### config.mk
export PLATFORM = sky130hd
export DESIGN_NAME = cap_channel
export DESIGN_NICKNAME = d
export VERILOG_FILES = /design/src/rtl/cap_channel.sv
export SDC_FILE = /design/constraint.sdc
export NUM_CORES = 1
export LEC_CHECK = 0
export BUFFER_PORTS_ARGS = -buffer_cell sky130_fd_sc_hd__buf_4
export CAP_MARGIN = 15
export CORE_ASPECT_RATIO = 0.75
export CORE_UTILIZATION = 46
export DETAILED_ROUTE_END_ITERATION = 7
export PLACE_DENSITY = 0.77
export SETUP_SLACK_MARGIN = 0.15
export SLEW_MARGIN = 0
export SYNTH_ARGS = -nofsm -noshare
export SYNTH_HDL_FRONTEND = slang
export SYNTH_SLANG_ARGS = --single-unit
### constraint.sdc
create_clock -name clk -period 1.9 [get_ports clk]
set_input_delay 0.19 -clock clk [delete_from_list [all_inputs] [get_ports clk]]
set_output_delay 0.19 -clock clk [all_outputs]
set_load 0.01 [all_outputs]
### src/rtl/cap_channel.sv
module cap_channel #(
  parameter int CW = 16
) (
  input  logic          clk,
  input  logic          rst_n,
  input  logic          tick,
  input  logic          run,
  input  logic [CW-1:0] count,
  input  logic          cap_in,
  input  logic [1:0]    cfg_edge,
  input  logic          cfg_sync,
  input  logic          cfg_wr,
  input  logic          flag_clr,
  input  logic          ovf_clr,
  output logic [CW-1:0] cap_val,
  output logic          cap_flag,
  output logic          ovf_flag
);
  logic [2:0] sy;
  logic [1:0] edge_q;
  logic       sync_q, pend;
  logic       rise, fall, hit, commit, cfg_zero;

  assign rise     = sy[1] & ~sy[2];
  assign fall     = ~sy[1] & sy[2];
  assign hit      = (edge_q[0] & rise) | (edge_q[1] & fall);
  assign commit   = sync_q ? (tick & run & (pend | hit)) : hit;
  assign cfg_zero = cfg_wr & (cfg_edge == 2'b00) & ~cfg_sync;

  always_ff @(posedge clk or negedge rst_n)
    if (!rst_n) sy <= '0;
    else        sy <= {sy[1:0], cap_in};

  always_ff @(posedge clk or negedge rst_n)
    if (!rst_n) begin
      edge_q <= 2'b00;
      sync_q <= 1'b0;
    end else if (cfg_wr) begin
      edge_q <= cfg_edge;
      sync_q <= cfg_sync;
    end

  always_ff @(posedge clk or negedge rst_n)
    if (!rst_n)                 pend <= 1'b0;
    else if (cfg_zero)          pend <= 1'b0;
    else if (sync_q && commit)  pend <= 1'b0;
    else if (sync_q && hit)     pend <= 1'b1;

  always_ff @(posedge clk or negedge rst_n)
    if (!rst_n)       cap_val <= '0;
    else if (commit)  cap_val <= count;

  always_ff @(posedge clk or negedge rst_n)
    if (!rst_n)                  cap_flag <= 1'b0;
    else if (cfg_zero)           cap_flag <= 1'b0;
    else if (commit)             cap_flag <= 1'b1;
    else if (flag_clr)           cap_flag <= 1'b0;

  always_ff @(posedge clk or negedge rst_n)
    if (!rst_n)                                ovf_flag <= 1'b0;
    else if (cfg_zero)                         ovf_flag <= 1'b0;
    else if (commit && cap_flag && !flag_clr)  ovf_flag <= 1'b1;
    else if (ovf_clr)                          ovf_flag <= 1'b0;
endmodule

==> key figures, run 1 <==
Worst setup path
  – RR Endpoint: cap_val[4]
  – Launch point of the worst path: sy[1]
  – FF-to-FF path depth: 4
  – Critical Path End Type: flop
  – CP max FO: 10
  – Worst endpoint required time: 2110 ps
  – WS Path Type: flop to flop
  – Crit path DAT: 1810 ps
  – R2r setup slk: approximately 300 ps
  – Crit path launch type: flop
  – RR Startpoint: sy[1]

Clocking
  – CTS tree: yes
  – Clock Tree Buf Depth: 2
  – Root Driver: clkbuf_4
  – Sinks on Clock Net: 25
  – CTS H-tree depth: 1
  – Skew-Pair Late Insertion Delay: 320 ps
  – Post CTS Setup Buffer Count: 0
  – Hold buffers post-CTS: 2
  – Inserted Clock Buffers: 3
  – Reg clk slew, reported paths: 140 ps
  – Post_cts resized: 0

Placement
  – Post-DP Area: 1420 µm²
  – Final RePlAce weighted congestion: 0.699
  – Post-Place Worst Slack: around 310 ps
  – I/O Buffers: 44
  – Detailed Place HPWL: 1.55 mm

Floorplanning
  – Boundary pin count: 45
  – Chip height: between 40 and 50 µm
  – Cell row count: 14
  – Starting Density: 50.9%
  – Die width: 57.5 µm
  – CORE AREA: between 2000 and 2500 µm²
  – Die area: 2500 µm²

Yosys
  – Synthesized flop and latch total: 25
  – Post-synthesis instance area: 1060 µm²
  – Syn_area_per_cell: 17.4 µm²
  – Synth Instances: 61
  – Synth Net Count: 88
  – Synth top area share: 59.0%
  – Synth area leaders: dfrtp_1 (59%), mux2_4 (14%), mux2_2 (9.6%)
  – Synth warn: 0
  – Synth unique cells: 19
  – Ys flop type: dfrtp_1
  – Register area share after synthesis: 59.0%
  – Leading area contributor after synthesis: dfrtp_1
  – Post-synth EDFFs: 0
  – Asr flop ratio synth: 100%

Routing
  – Drt total wl: 2.04 mm
  – DRC errors left: 2
  – DRT Pass-1 Iters: 7
  – Vias: 687
  – Vias/cell: 5.09
  – Drt wl/cell: about 15 µm
  – Initial DRC Count: 8
  – Routed Antenna Nets: 0

STA
  – Clock Skew: between 9 and 10 ps
  – Final setup fails: 0
  – Minimum clock period: 1600 ps
  – Setup WS post-layout: 299 ps
  – Worst slew pin tran: 437 ps
  – Timing-limited maximum frequency: 625 MHz
  – Fin. Hold Viols: 0
  – Slew headroom: 70.8%
  – Max-slew violation count: 0
  – RSZ-0062 raised after global routing: false
  – Sum Neg Setup Slack: 0 ps
  – Tcrit/Tclk final: about 84%
  – Min Hold Slack: approximately 86 ps

Cells and area
  – Fill cells: 157
  – Ant. Diodes: 0
  – Design area: 1470 µm²
  – Fin nets: 139
  – Most common cell after layout, fill and taps aside: buf_4
  – Layout cells sized above 1: 64.9%
  – Most frequent cells in the layout: buf_4 (44), dfrtp_1 (25), mux2_4 (10), mux2_2 (9), clkbuf_4 (3)
  – Area growth syn-to-layout: 38.3%

Hold path
  – Hold crit path type: input port to flop
  – Worst Min Path Start: count[14]
  – Hold Crit Depth: 2
  – Hold Path Sink: cap_val[14]

Power and ir drop
  – Leakage power: 0.723 nW
  – IR drop worst, VDD: between 700 and 800 µV
  – Comb pwr share: 37.6%
  – Int Pwr: 1.15 mW
  – Sequential power share: 47.7%
  – Switching share of power: 28.7%
  – Clock network fraction of total power: 14.7%
  – Psw: 0.466 mW
  – P per Cell Area: 1100 nW/µm²

Global routing
  – M2 GR Usage: 29.8%
  – Tot GR Track Use: 18.5%
  – First-pass GRT wire length: 3.31 mm
  – Initial antenna violation count: 0
  – Met3 Use GR: 8.36%
  – Met1 Use GR: 21.7%
  – Largest net degree at the start of global routing: 26
  – Busiest grt layer: met2
  – Congestion Overflow GR: 0
  – Vias in the first global route: ~740

Run
  – Max Cap Violations: 0

Outcome
  – Status: finished with violations
  – Failing checks: DRC
## cell usage after synthesis, types with 2 or more instances
library cell / count
mux2_2: 9
dfrtp_1: 25
mux2_4: 10
nand3b_4: 2
## per-stage QoR
stage / std cells / util [%] / power [mW]
after floorplan: 61 / - / 1.09
after global placement: 129 / 68.2 / 1.38
after detailed placement: 129 / 68.2 / 1.39
after CTS: 135 / 70.4 / 1.64
after global routing: 135 / 70.4 / 1.70
final: 135 / 70.4 / 1.62
## flip-flops by register name, summed over array words and instances (netlist names)
register,count
pend,1
ovf_flag,1
cap_val,16
cap_flag,1
sy,3
edge_q,2
sync_q,1
## critical path: stages (launching register included)
cell and delay, ps:
dfrtp_1 450, nand3b_4 200, a31oi_4 350, buf_12 200, mux2_4 300
## layer usage
metal,wire length (µm),share of wire (%)
met1,854,42
met5,0,0
met2,1000,49
met4,39,1.9
met3,148,7.2
## layout make-up
cell class              instances  area, µm²  area share [%]
flip-flops and latches         25        626            42.6
multi-input cells              35        415            28.3
well taps                      24       30.0            2.05
clock buffers                   4       26.3            1.79
repair buffers                 47        370            25.2
## worst max-delay path by stage
stage / cells past startpoint / slack [ps] / to
after floorplan: 4 / 430 / cap_val[0]
after detailed placement: 4 / 310 / cap_val[3]
after global placement: 4 / 380 / cap_val[2]
after global routing: 4 / 230 / cap_val[4]
after CTS: 4 / 280 / cap_val[4]
final: 4 / 300 / cap_val[4]
## logic make-up after synthesis
group / synth area share [%]
flip-flops: 59.0
buffers and inverters: 1.89
multiplexers: 23.7
AND/OR/NAND/NOR: 8.14
AO/OA/AOI/OAI: 7.31
## power groups by stage
| stage | logic [mW] | registers (mW) | clock network, mW |
|---|---|---|---|
| 4_1_cts | 0.617 | 0.774 | 0.246 |
| 6_report | 0.609 | 0.773 | 0.238 |
| 3_3_place_gp | 0.599 | 0.777 | 0 |
| 5_1_grt | 0.651 | 0.785 | 0.265 |
| 2_1_floorplan | 0.252 | 0.833 | 0 |
| 3_5_place_dp | 0.612 | 0.782 | 0 |
(Power assumes the default switching activity.)
==> inputs of run 2 (changes only) <==
==> constraint.sdc (replaced) <==
create_clock -name clk -period 1.55 [get_ports clk]
set_input_delay 0.155 -clock clk [delete_from_list [all_inputs] [get_ports clk]]
set_output_delay 0.155 -clock clk [all_outputs]
set_load 0.01 [all_outputs]
==> key figures, run 2 (synthesis gave the netlist of run 1 again) <==
Power and ir drop
  – P per Cell Area: 1350 nW/µm² (+23%)
  – Clock network fraction of total power: 14.5% (-0.2 points)
  – Int Pwr: 1.41 mW (+22%)
  – Comb pwr share: 37.9% (+0.3 points)
  – Sequential power share: 47.6% (about the same)
  – IR drop worst, VDD: 883 µV (+20%)
  – Switching share of power: 29.0% (+0.23 points)
  – Pwr Total: 1.99 mW (+23%)
  – Leakage power: 0.726 nW (+0.38%)
  – Psw: 0.576 mW (+24%)

Floorplanning
  – Die width: 57.5 µm (unchanged)
  – Starting Density: 50.9% (unchanged)
  – Cell row count: 14 (unchanged)
  – Die area: 2500 µm² (unchanged)
  – Boundary pin count: 45 (unchanged)
  – Chip height: 43.6 µm (unchanged)
  – CORE AREA: 2080 µm² (unchanged)

Run
  – Max Cap Violations: 0 (unchanged)

Global routing
  – Tot GR Track Use: 19.5% (+1.0 points)
  – First-pass GRT wire length: 3.48 mm (+5.2%)
  – Largest net degree at the start of global routing: 26 (unchanged)
  – Congestion Overflow GR: 0 (unchanged)
  – Met1 Use GR: 22.6% (+0.92 points)
  – M2 GR Usage: 34.2% (+4.4 points)
  – Vias in the first global route: 747 (+0.40%)
  – Met3 Use GR: 6.57% (-1.8 points)
  – Initial antenna violation count: 0 (unchanged)
  – Busiest grt layer: met2

STA
  – Slew headroom: 70.2% (-0.59 points)
  – Max-slew violation count: 0 (unchanged)
  – Timing-limited maximum frequency: 683 MHz (+9.3%)
  – Setup WS post-layout: 85.6 ps (-214 ps)
  – Worst slew pin tran: 446 ps (+8.85 ps)
  – Sum Neg Setup Slack: 0 ps (unchanged)
  – Final setup fails: 0 (unchanged)
  – RSZ-0062 raised after global routing: true
  – Clock Skew: 2.03 ps (-7.80 ps)
  – Minimum clock period: 1460 ps (-136 ps)
  – Fin. Hold Viols: 0 (unchanged)
  – Tcrit/Tclk final: 94.5% (+10 points)

Cells and area
  – Ant. Diodes: 0 (unchanged)
  – Top flop regs: cap_val x16, sy x3, edge_q x2
  – Area of the multi-input gates: 415 µm² (unchanged)
  – Non-Filler Instances: 135 (unchanged)
  – Most common cell after layout, fill and taps aside: buf_4
  – Layout cells sized above 1: 65.8% (+0.90 points)
  – Reg area: 626 µm² (unchanged)
  – Largest register by flop count: cap_val
  – Area growth syn-to-layout: 38.4% (about the same)
  – Most frequent cells in the layout: buf_4 (44), dfrtp_1 (25), mux2_4 (10), mux2_2 (9), clkbuf_4 (3)
  – Max FFs per register: 16 (unchanged)
  – Fill cells: 144 (-8.3%)
  – Fin nets: 139 (unchanged)
  – Fin util: 70.5% (about the same)

Routing
  – Routed Antenna Nets: 0 (unchanged)
  – Vias/cell: 5.16 (+1.5%)
  – DRC errors left: 2 (unchanged)
  – Initial DRC Count: 11 (+3)
  – Drt wl/cell: 15.7 µm (+3.6%)
  – Drt total wl: 2.12 mm (+3.6%)
  – DRT Pass-1 Iters: 5 (-2)
  – Vias: 697 (+1.5%)

Worst setup path
  – Slowest cell on the critical path: dfrtp_1
  – Critical Path End Type: flop
  – WS Path Type: flop to flop
  – Crit path DAT: 1680 ps (-130 ps)
  – Crit path launch type: flop
  – Critical path cell sequence: nand3b_4 -> a31oi_4 -> buf_12 -> mux2_2
  – Worst endpoint required time: 1770 ps (-340 ps)
  – FF-to-FF path depth: 4 (unchanged)
  – Highest cell delay on the worst timing path: 450 ps (about the same)
  – CP max FO: 16 (+6)

Clocking
  – Reg clk slew, reported paths: 130 ps (about the same)
  – Post_cts resized: 0 (unchanged)
  – CTS tree: yes
  – CTS H-tree depth: 1 (unchanged)
  – Root Driver: clkbuf_4
  – Clock Tree Buf Depth: 2 (unchanged)
  – Sinks on Clock Net: 25 (unchanged)
  – Inserted Clock Buffers: 3 (unchanged)
  – Skew-Pair Late Insertion Delay: 320 ps (about the same)

Placement
  – Inst Count DP: 129 (unchanged)
  – Post-Place Worst Slack: 89.2 ps (-224 ps)
  – Final RePlAce weighted congestion: 0.662 (-5.3%)
  – I/O Buffers: 44 (unchanged)
  – Detailed Place HPWL: 1.60 mm (+3.1%)

Outcome
  – Status: finished with violations
  – Failing checks: DRC

Hold path
  – Hold Crit Depth: 2 (unchanged)
  – Hold crit path type: input port to flop
-- run 2: cell count changes in the layout (fill, tap and decap cells not counted) --
cell | before | now
clkbuf_1 | 1 | 0
clkinv_2 | 0 | 1
-- run 2: power groups by stage --
stage	Clock (mW)	Combinational [mW]	Sequential [mW]
after floorplan	0	0.309	1.02
after global placement	0	0.738	0.948
after detailed placement	0	0.759	0.956
after CTS	0.302	0.764	0.948
after global routing	0.324	0.806	0.970
final	0.288	0.754	0.946
-- run 2: per-stage QoR --
step                instance area [µm²]  hold slack [ps]
finish                             1470             55.4
global route                       1470             40.0
CTS                                1470             44.9
detailed placement                 1420             73.6
global placement                   1420             68.7
floorplan                          1060             -141
-- run 2: routing by layer --
metal | vias up | routed length [µm] | part of all wire, %
met4 | 0 | 42 | 2.0
met1 | 344 | 826 | 39
li1 | 320 | - | -
met2 | 27 | 1120 | 53
met3 | 6 | 125 | 5.9
met5 | - | 0 | 0
-- run 2: final cells by class --
cell class,count,area share (%)
sequential,25,42.6
clock buffer,3,1.53
clock inverter,1,0.341
timing repair buffer,47,25.2
tap,24,2.04
multi-input combinational,35,28.3
-- run 2: path summary, 6_finish.rpt --
path | end | slack (ps) | from
worst max-delay path | cap_val[10] | 90 | sy[1]
worst min-delay path | cap_val[15] | 60 | count[15]
worst max register to register | cap_val[10] | 90 | sy[1]
worst min register to register | sy[1] | 360 | sy[0]
max in group asynchronous | cap_val[12] | 1050 | rst_n
min in group asynchronous | sy[0] | 260 | rst_n
-- run 2: worst max-delay path, delay by kind of cell, from the launching register on --
| family | cells | cell delay (ps) |
|---|---|---|
| buffers and inverters | 1 | 190 |
| DFF | 1 | 450 |
| AOI/OAI and AO/OA | 1 | 190 |
| muxes | 1 | 340 |
| and+or+nand+nor | 1 | 190 |
-- run 2: timing repair --
item                       in CTS  in global routing
setup endpoints to repair      16                 16
setup buffers                   0                  0
hold buffers                    2                  0
hold endpoints to repair       26                  0
==> inputs of run 3 (changes only) <==
--- a/config.mk
+++ b/config.mk
@@ -9,10 +9,11 @@
 export CAP_MARGIN = 15
 export CORE_ASPECT_RATIO = 0.75
 export CORE_UTILIZATION = 46
+export CTS_BUF_LIST = sky130_fd_sc_hd__clkbuf_16
 export DETAILED_ROUTE_END_ITERATION = 7
 export PLACE_DENSITY = 0.77
 export SETUP_SLACK_MARGIN = 0.15
-export SLEW_MARGIN = 0
+export SLEW_MARGIN = 20
 export SYNTH_ARGS = -nofsm -noshare
 export SYNTH_HDL_FRONTEND = slang
 export SYNTH_SLANG_ARGS = --single-unit
==> key figures, run 3 (synthesis gave the netlist of run 1 again) <==
Routing
  – DRC errors left: 2 (unchanged)
  – DR top layer: met4
  – Vias: 694 (-0.43%)
  – Drt wl/cell: 16.1 µm (+2.8%)
  – M1 WL: 873 µm (+5.7%)
  – DRT Pass-1 Iters: 5 (unchanged)
  – Drt total wl: 2.18 mm (+2.8%)
  – Met3 wire len: 103 µm (-18%)
  – Initial DRC Count: 16 (+5)
  – Metal2 WL: 1.19 mm (+6.1%)
  – Vias/cell: 5.14 (-0.43%)
  – Routed Antenna Nets: 0 (unchanged)

Floorplanning
  – Die width: 57.5 µm (unchanged)
  – Cell row count: 14 (unchanged)
  – Chip height: 43.6 µm (unchanged)
  – Starting Density: 50.9% (unchanged)
  – Die area: 2500 µm² (unchanged)
  – Boundary pin count: 45 (unchanged)
  – CORE AREA: 2080 µm² (unchanged)

Cells and area
  – Most common cell after layout, fill and taps aside: buf_4
  – Area growth syn-to-layout: 43.4%
  – Top flop regs: cap_val x16, sy x3, edge_q x2
  – Max FFs per register: 16 (unchanged)
  – Largest register by flop count: cap_val
  – Most frequent cells in the layout: buf_4 (44), dfrtp_1 (25), mux2_4 (10), mux2_2 (9), clkbuf_16 (3)
  – Layout cells sized above 1: 65.8% (unchanged)
  – Fin nets: 139 (unchanged)
  – Fill cells: 133 (-7.6%)
  – Ant. Diodes: 0 (unchanged)

Global routing
  – Vias in the first global route: 748 (+0.13%)
  – First-pass GRT wire length: 3.54 mm (+1.6%)
  – Congestion Overflow GR: 0 (unchanged)
  – Largest net degree at the start of global routing: 26 (unchanged)
  – Initial antenna violation count: 0 (unchanged)
  – Tot GR Track Use: 20.0% (+0.53 points)

Placement
  – Detailed Place HPWL: 1.60 mm (unchanged)
  – Final RePlAce weighted congestion: 0.662 (unchanged)
  – I/O Buffers: 44 (unchanged)

Worst setup path
  – Crit path launch type: flop
  – Worst endpoint required time: 1690 ps (-80 ps)
  – Critical Path End Type: flop
  – Critical path cell sequence: nand3b_4 -> a31oi_4 -> buf_12 -> mux2_2
  – RR Startpoint: sy[1]
  – Crit path DAT: 1600 ps (-80 ps)
  – Highest cell delay on the worst timing path: 420 ps (-30 ps)
  – Launch point of the worst path: sy[1]
  – CP max FO: 16 (unchanged)
  – Bufs and invs on worst path: 1 (unchanged)
  – Cell family with most CP delay: flip-flops
  – WS Path Type: flop to flop
  – Slowest cell on the critical path: dfrtp_1

Clocking
  – Inserted Clock Buffers: 3 (unchanged)
  – Clock Tree Buf Depth: 2 (unchanged)
  – CTS H-tree depth: 1 (unchanged)
  – Post_cts resized: 0 (unchanged)
  – Root Driver: clkbuf_16
  – CTS tree: yes
  – Reg clk slew, reported paths: 60 ps (-70 ps)
  – Skew-Pair Late Insertion Delay: 250 ps (-70 ps)
  – Sinks on Clock Net: 25 (unchanged)

STA
  – Timing-limited maximum frequency: 683 MHz (about the same)
  – Minimum clock period: 1460 ps (-1.05 ps)
  – Tcrit/Tclk final: 94.4% (about the same)
  – Final setup fails: 0 (unchanged)
  – Fin. Hold Viols: 0 (unchanged)
  – Sum Neg Setup Slack: 0 ps (unchanged)
  – Min Hold Slack: 128 ps (+72.4 ps)
  – RSZ-0062 raised after global routing: true
  – Worst slew pin tran: 444 ps (-1.52 ps)
  – Max-slew violation count: 0 (unchanged)
  – Clock Skew: 2.03 ps (-0.00474 ps)
  – Slew headroom: 70.3% (+0.10 points)

Power and ir drop
  – IR drop worst, VDD: 1080 µV (+22%)
  – Leakage power: 0.749 nW (+3.2%)
  – Pwr Total: 2.27 mW (+14%)
  – P per Cell Area: 1490 nW/µm² (+10%)

Hold path
  – Worst Min Path Start: count[15]
  – Hold crit path type: input port to flop

Run
  – Max Cap Violations: 0 (unchanged)

Outcome
  – Status: finished with violations
  – Failing checks: DRC
## run 3: layer usage
metal,GRT usage [%],vias to the layer above
met3,6.57,2
met4,6.83,0
met2,35.8,22
li1,-,323
met5,0,-
met1,22.8,347
## run 3: power by group
part / switching (mW) / internal, mW
combinational: 0.274 / 0.482
clock: 0.213 / 0.347
sequential: 0.115 / 0.837
total: 0.602 / 1.67
## run 3: worst paths after layout
path	to	slack [ps]	cells past startpoint
min reg2reg	sy[1]	350	0
min in group asynchronous	sy[0]	330	2
max in group asynchronous	cap_val[5]	970	2
max reg2reg	cap_val[12]	90	4
min	cap_val[15]	130	2
max	cap_val[12]	90	4
## run 3: area by class of cell
class | instances | area [µm²] | area share (%)
sequential | 25 | 626 | 41.1
tap | 24 | 30.0 | 1.97
timing repair buffer | 47 | 370 | 24.3
clock inverter | 1 | 5.00 | 0.329
clock buffer | 3 | 75.1 | 4.93
multi-input combinational | 35 | 415 | 27.3
## run 3: through the flow
stage,worst slack [ps],instance area (µm²),cells,utilization [%]
2_1_floorplan,94.2,1060,61,-
3_3_place_gp,134,1420,129,68.2
3_5_place_dp,89.2,1420,129,68.2
4_1_cts,78.7,1520,135,73.0
5_1_grt,34.3,1520,135,73.0
6_report,86.7,1520,135,73.0
## run 3: what timing repair did
item / in CTS / in global routing
endpoints found under the setup margin: 16 / 16
buffers inserted: 0 / 0
hold buffers: 2 / 0
endpoints found under the hold margin: 26 / 0
